===== src/rtl/qdac_loader.sv =====
module qdac_loader #(
  parameter int NCH     = 4,
  parameter int DW      = 16,
  parameter int CLK_MHZ = 200,
  parameter int BUSY_US = 100
) (
  input  logic              clk,
  input  logic              rst_n,
  input  logic              chk_mode,
  input  logic              frm_n,
  input  logic              sck,
  input  logic              sdi,
  input  logic              upd_n,
  output logic              busy,
  output logic [NCH*DW-1:0] hold_codes,
  output logic [NCH*DW-1:0] dac_codes
);

  localparam int BUSY_CYC = CLK_MHZ * BUSY_US;
  localparam int BCW      = $clog2(BUSY_CYC + 1);
  localparam int AW       = 5;
  localparam int SRW      = 29;
  localparam logic [AW-1:0] NCH_A = AW'(NCH);

  logic [2:0] frm_q, sck_q, upd_q;
  logic [1:0] sdi_q;

  always_ff @(posedge clk or negedge rst_n) begin
    if (!rst_n) begin
      frm_q <= '1;
      sck_q <= '0;
      upd_q <= '1;
      sdi_q <= '0;
    end else begin
      frm_q <= {frm_q[1:0], frm_n};
      sck_q <= {sck_q[1:0], sck};
      upd_q <= {upd_q[1:0], upd_n};
      sdi_q <= {sdi_q[0], sdi};
    end
  end

  wire frm_lo   = ~frm_q[1];
  wire frm_fall = frm_q[2] & ~frm_q[1];
  wire frm_rise = ~frm_q[2] & frm_q[1];
  wire sck_fall = sck_q[2] & ~sck_q[1];
  wire upd_lvl  = upd_q[1];
  wire upd_rise = ~upd_q[2] & upd_q[1];
  wire upd_fall = upd_q[2] & ~upd_q[1];

  logic [SRW-1:0] shr;
  logic [5:0]     nbits;

  always_ff @(posedge clk or negedge rst_n) begin
    if (!rst_n) begin
      shr   <= '0;
      nbits <= '0;
    end else if (frm_fall) begin
      nbits <= '0;
    end else if (frm_lo && sck_fall) begin
      shr <= {shr[SRW-2:0], sdi_q[1]};
      if (nbits != 6'd63) nbits <= nbits + 6'd1;
    end
  end

  logic [BCW-1:0] bcnt;

  always_ff @(posedge clk or negedge rst_n) begin
    if (!rst_n) begin
      bcnt <= '0;
      busy <= 1'b1;
    end else if (busy) begin
      if (bcnt == BCW'(BUSY_CYC - 1)) busy <= 1'b0;
      else bcnt <= bcnt + 1'b1;
    end
  end

  wire [5:0]    need_len = chk_mode ? 6'd32 : 6'd24;
  wire [AW-1:0] wr_addr  = chk_mode ? shr[28:24] : shr[20:16];
  wire [DW-1:0] wr_data  = chk_mode ? shr[23:8]  : shr[15:0];
  wire          frame_ok = frm_rise && !busy && (nbits == need_len) && (wr_addr < NCH_A);

  for (genvar g = 0; g < NCH; g++) begin : g_ch
    logic [DW-1:0] hold, pend, code;
    logic          armed;
    wire           hit = frame_ok && (wr_addr == AW'(g));

    always_ff @(posedge clk or negedge rst_n) begin
      if (!rst_n) begin
        hold  <= '0;
        pend  <= '0;
        code  <= '0;
        armed <= 1'b0;
      end else begin
        if (hit) hold <= wr_data;
        if (hit && upd_lvl && (!armed || upd_rise)) begin
          armed <= 1'b1;
          pend  <= wr_data;
        end else if (upd_rise) begin
          armed <= 1'b0;
        end
        if (hit && !upd_lvl)      code <= wr_data;
        else if (upd_fall && armed) code <= pend;
      end
    end

    assign hold_codes[g*DW +: DW] = hold;
    assign dac_codes[g*DW +: DW]  = code;
  end

endmodule


===== config.mk =====
export PLATFORM = sky130hd
export DESIGN_NAME = qdac_loader
export DESIGN_NICKNAME = d
export VERILOG_FILES = /design/src/rtl/qdac_loader.sv
export SDC_FILE = /design/constraint.sdc
export NUM_CORES = 1
export LEC_CHECK = 0
export BUFFER_PORTS_ARGS = -buffer_cell sky130_fd_sc_hd__buf_2
export CORE_ASPECT_RATIO = 0.5
export CORE_MARGIN = 8
export CORE_UTILIZATION = 35
export CTS_CLUSTER_SIZE = 14
export DETAILED_ROUTE_END_ITERATION = 10
export GPL_ROUTABILITY_DRIVEN = 0
export GPL_TIMING_DRIVEN = 1
export PLACE_DENSITY = 0.51
export SYNTH_ARGS = -nofsm -noshare
export SYNTH_HDL_FRONTEND = slang
export SYNTH_SLANG_ARGS = --single-unit

===== constraint.sdc =====
create_clock -name clk -period 3.35 [get_ports clk]
set_input_delay 0.335 -clock clk [delete_from_list [all_inputs] [get_ports clk]]
set_output_delay 0.335 -clock clk [all_outputs]
set_load 0.05 [all_outputs]

# Yosys cells after proc, flatten, opt, wreduce, memory -nomap -nowiden
# Index checks and enable logic that the tools add are counted.
[word_totals]
ff_bits = 258
latchBits = 0
mem_bits_rw = 0
mem_bits_ro = 0
input_bits = 7
output_inout_bits = 129
word_cells = 114
n_memories = 0
[op_classes]
add_sub_neg = 2
multipliers = 0
div_mod_pow = 0
order_cmp = 1
eq_ne = 6
shifts = 0
muxes = 21
n_bitwise = 12
reduce_logical = 48
[op_table]
columns = ["operator", "count"]
rows = [
  ["$mux W16", 9],
  ["$logic_and A1 B1 Y1", 24],
  ["$mux W6", 4],
  ["$reduce_bool A2 Y1", 10],
  ["$add A15 B1 Y15 const B", 1],
  ["$eq A15 B15 Y1 const B", 1],
  ["$eq A5 B2 Y1 const B", 2],
  ["$mux W1", 7],
  ["$not A1 Y1", 7],
  ["$add A6 B1 Y6 const B", 1],
  ["$eq A6 B6 Y1", 1],
  ["$logic_not A1 Y1", 6],
  ["$ne A6 B6 Y1 const B", 1],
  ["$reduce_and A2 Y1", 3],
  ["$and A1 B1 Y1", 5],
  ["$eq A5 B1 Y1 const B", 1],
  ["$logic_not A5 Y1", 1],
  ["$lt A5 B3 Y1 const B", 1],
  ["$mux W5", 1],
  ["$logic_or A1 B1 Y1", 4],
]

# Logic depth before layout (Yosys ltp)
[depth]
ltp_word = 9
depth_mapped = 9
depth_no_buf = 7

# Least setup slack after synthesis
# No wires, ideal clock.
[synth_path]
path_type = "flip-flop to flip-flop"
start = "reg nbits[5]"
end = "reg g_ch[3].pend[10]"
setup_time_ns = 0.125
arrival_time_ns = 2.514
required_ns = 3.225
path_slack_ns = 0.711
path_stages_with_launch = 8
path_buffers = 2
synth_period_minus_slack_ns = 2.639
cell_sequence = "dfrtp_1 -> or4_1 -> or3_4 -> a211o_1 -> buf_6 -> nor3b_4 -> buf_6 -> mux2_2"
[synth_between]
elab_chain_cells = 6
[synth_rtl]
columns = ["item", "line", "rtl"]
rows = [
  ["from (decl)", "51", "logic [5:0] nbits;"],
  ["from (signal assigned)", "61", "if (nbits != 6'd63) nbits <= nbits + 6'd1;"],
  ["$eq A6 B6 Y1", "80", "wire frame_ok = frm_rise && !busy && (nbits == need_len) && (wr_addr < NCH_A);"],
  ["$logic_and A1 B1 Y1 (2 in a row)", "80", ""],
  ["$logic_and A1 B1 Y1", "85", "wire hit = frame_ok && (wr_addr == AW'(g));"],
  ["$logic_and A1 B1 Y1 (2 in a row)", "95", "if (hit && upd_lvl && (!armed || upd_rise)) begin"],
  ["to (signal assigned)", "97", "pend <= wr_data;"],
  ["to (decl)", "83", "logic [DW-1:0] hold, pend, code;"],
]
# Every way passes these cells.
# A chain may end at the register's enable or synchronous reset.

# Worst setup path in the final report
[layout_path]
start = "reg shr[28]"
end = "reg g_ch[3].pend[11]"
[layout_between]
elab_chain_cells = 6
word_cells_on_any_way = 7
cone_classes = "order compare (1); eq/ne (1); mux (1); reduce/logical (4)"
[layout_rtl]
columns = ["item", "line", "rtl"]
rows = [
  ["from (decl)", "50", "logic [SRW-1:0] shr;"],
  ["from (signal assigned)", "60", "shr <= {shr[SRW-2:0], sdi_q[1]};"],
  ["$mux W5 (*)", "78", "wire [AW-1:0] wr_addr = chk_mode ? shr[28:24] : shr[20:16];"],
  ["$lt A5 B3 Y1", "80", ""],
  ["$logic_and A1 B1 Y1", "80", ""],
  ["$logic_and A1 B1 Y1 (*)", "85", ""],
  ["$logic_and A1 B1 Y1 (*) (2 in a row)", "95", ""],
]
# Mark *: on every way between the ends. The rest lies on a longest branch, timed or not.

==> results_dict.tcl <==
set metrics [dict create \
    dieHeight_um 139.6 \
    max-cap-violations 0 \
    cts.clk_slew.worst_paths_ps 60 \
    max_stage_delay_ps 470 \
    initialDrtViolationCount 432 \
    drc 0 \
    cts.sinks 258 \
    synth_seq_cells 258 \
    cts-hold-fix-buffers 5 \
    max_freq_mhz 374.3 \
    post-cts-setup-buffers 0 \
    startpoint_type "flop" \
    diodes 0 \
    syn_to_final_growth_pct 19.44 \
    io_pins 136 \
    crit_required_ps 3760 \
    cts_tree "done" \
    rr_startpoint "shr[28]$_DFFE_PN0P_" \
    vdd_drop_max_mv 0.3506 \
    grt_pass1_vias 7003 \
    critical_path.cell_chain "nor4_1 -> nand4b_1 -> a211o_1 -> nor3b_4 -> buf_4 -> mux2_2" \
    syn_inst 817 \
    async_flop_share_pct 100.0 \
    die-area_sq_um 36760 \
    grt_antenna_before_repair 0 \
    grt_usage_pct 14.19 \
    outcome "complete, no violations" \
    crit_path_top_delay_cell "a211o_1" \
    yosysSeqAreaShare_pct 60.43 \
    p_per_area_nw_per_um2 562.9 \
    fillers 2844 \
    num_vias 6746 \
    startpoint "shr[28]$_DFFE_PN0P_" \
    arrival_ps 3090 \
    synth_edf_count 0 \
    hpwlAfterDp_mm 18.24 \
    hold_class "reg -> reg" \
    yosysWarnings 0 \
    setup_tns_ps 0 \
    drive_gt1_share_pct 35.61 \
    worstSetupEndpointType "flop" \
    hold_violations 0 \
    p_leak_nw 6.511 \
    fin_cells 1379 \
    insertion_delay_ps 530 \
    cts_buffers 25 \
    rows 45 \
    chipWidth_um 263.3 \
    synth_area_sq_um 10700 \
    worstHoldStart "sdi_q[0]$_DFF_PN0_" \
    grt_pass1_wl_mm 41.75 \
    seqCellArea_sq_um 6465 \
    syn-num-nets 827 \
    fin_crit_sh_pct 79.76 \
    dr.pass1.iters 4 \
    cp_max_fo 16 \
    ant_nets 0 \
    viasPerCell 4.892 \
    final_cell_mix "dfrtp_1 (251), mux2_2 (141), buf_2 (134)" \
    gr-total-overflow 0 \
    r2r_slack_ps 680 \
    ys.flop_type "dfrtp_1" \
    drt_wl_total_mm 26.48 \
    rsz0062_at_grt "no" \
    cts.repair.resized 0 \
    grt_max_degree 108 \
    setup_viol 0 \
    mostFrequentLayoutCell "dfrtp_1" \
    wire_per_inst_um 19.20 \
    crit_family "simple AND/OR/NAND/NOR gates" \
    core_sq_um 30180 \
    place_inst 1332 \
    io_buffers 135 \
    skew_ps 12.85 \
    clockBufferDepth 3 \
    avgSynthCellArea_sq_um 13.10 \
    min_period_ps 2672 \
    path_class "reg -> reg" \
    cts_max_level 1 \
    start_util_pct 35.45 \
    fin_nets 975 \
    worst_slew_pin_slew_ps 949.3 \
    final_max_slew_viol_count 0 \
    slew_headroom_pct 36.56 \
    ys_types 46 \
    crit_buf_inv 1 \
    multi_input_area_sq_um 4074 \
    cts_root_buffer "clkbuf_16" \
]
==> cell families after synthesis <==
kind of cell             count (synthesis)  synth area share [%]
AND/OR/NAND/NOR                        155                 6.771
adder cells (fa/ha/maj)                  3                0.3509
flip-flops                             258                 60.43
XOR/XNOR                                18                 1.474
multiplexers                           237                 23.82
AO/OA/AOI/OAI                          101                 5.333
buffers and inverters                   45                 1.824
==> final timing paths <==
check / cells past startpoint / endpoint
worst max register to register: 6 / g_ch[3].pend[11]$_DFFE_PN0P_
worst max-delay path: 6 / g_ch[3].pend[11]$_DFFE_PN0P_
max in group asynchronous: 3 / g_ch[3].hold[10]$_DFFE_PN0N_
worst min-delay path: 0 / sdi_q[1]$_DFF_PN0_
min in group asynchronous: 2 / g_ch[2].code[5]$_DFFE_PN0P_
worst min register to register: 0 / sdi_q[1]$_DFF_PN0_
==> stage by stage <==
stage                     util (%)  setup slack (ps)  total power, mW  area [sq um]  hold WS (ps)
after floorplan                  -             711.2            4.078         10700         39.41
after global placement       39.49             647.6            4.405         11920         337.3
after detailed placement     39.49             580.4            4.424         11920         335.5
after CTS                    42.34             634.4            7.310         12780         359.6
after global routing         42.34             515.3            7.497         12780         361.6
final                        42.34             678.1            7.193         12780         357.0
==> metal layers <==
layer	up-vias	wire (um)	GRT usage [%]
li1	3166	-	-
met1	3476	12610	19.05
met2	71	12640	23.76
met3	33	774	2.761
met4	0	459	2.928
met5	-	0	0
==> area by class of cell <==
class                           count  share of cell area (%)
Tap cell                          399                   3.907
Clock inverter                      8                  0.9498
Timing Repair Buffer              159                   7.069
Clock buffer                       34                   5.395
Inverter                            7                  0.2056
Sequential cell                   258                   50.59
Multi-Input combinational cell    514                   31.88
==> state kept, by name, summed over array words and instances, names as in the netlist, 4 cells and up <==
register and count:
bcnt 15, g_ch.hold 64, g_ch.code 64, g_ch.pend 64, shr 29, g_ch.armed 4, nbits 6
==> synthesized netlist by cell type, types with 2 or more instances <==
library cell / count / area share (%)
xor2_1: 6 / 0.49
inv_1: 7 / 0.25
nand4_1: 5 / 0.29
dfstp_2: 7 / 1.7
buf_6: 2 / 0.21
o2111a_1: 2 / 0.21
nor4b_1: 2 / 0.16
xnor2_1: 12 / 0.98
a2111oi_2: 2 / 0.28
buf_2: 3 / 0.14
nor2_2: 2 / 0.12
nor4_1: 2 / 0.12
dfrtp_1: 251 / 59
a21oi_1: 18 / 0.84
buf_4: 2 / 0.14
nand2_1: 84 / 2.9
nor3_1: 2 / 0.094
a31oi_1: 2 / 0.12
mux2i_1: 96 / 9.0
nor2b_1: 4 / 0.23
and3_1: 6 / 0.35
nand3_1: 8 / 0.37
mux2_2: 141 / 15
nand2b_1: 2 / 0.12
o21ai_0: 67 / 3.1
ha_1: 3 / 0.35
o21ai_1: 4 / 0.19
nor2_1: 28 / 0.98
clkbuf_1: 30 / 1.1
==> power breakdown <==
part           switching (mW)  leakage [nW]  total, mW  internal (mW)
Clock                    1.18         0.396       2.84           1.67
Sequential              0.107          3.38       3.38           3.28
Combinational           0.744          2.74      0.963          0.219
Note: power is estimated with default switching activity, not from simulation.
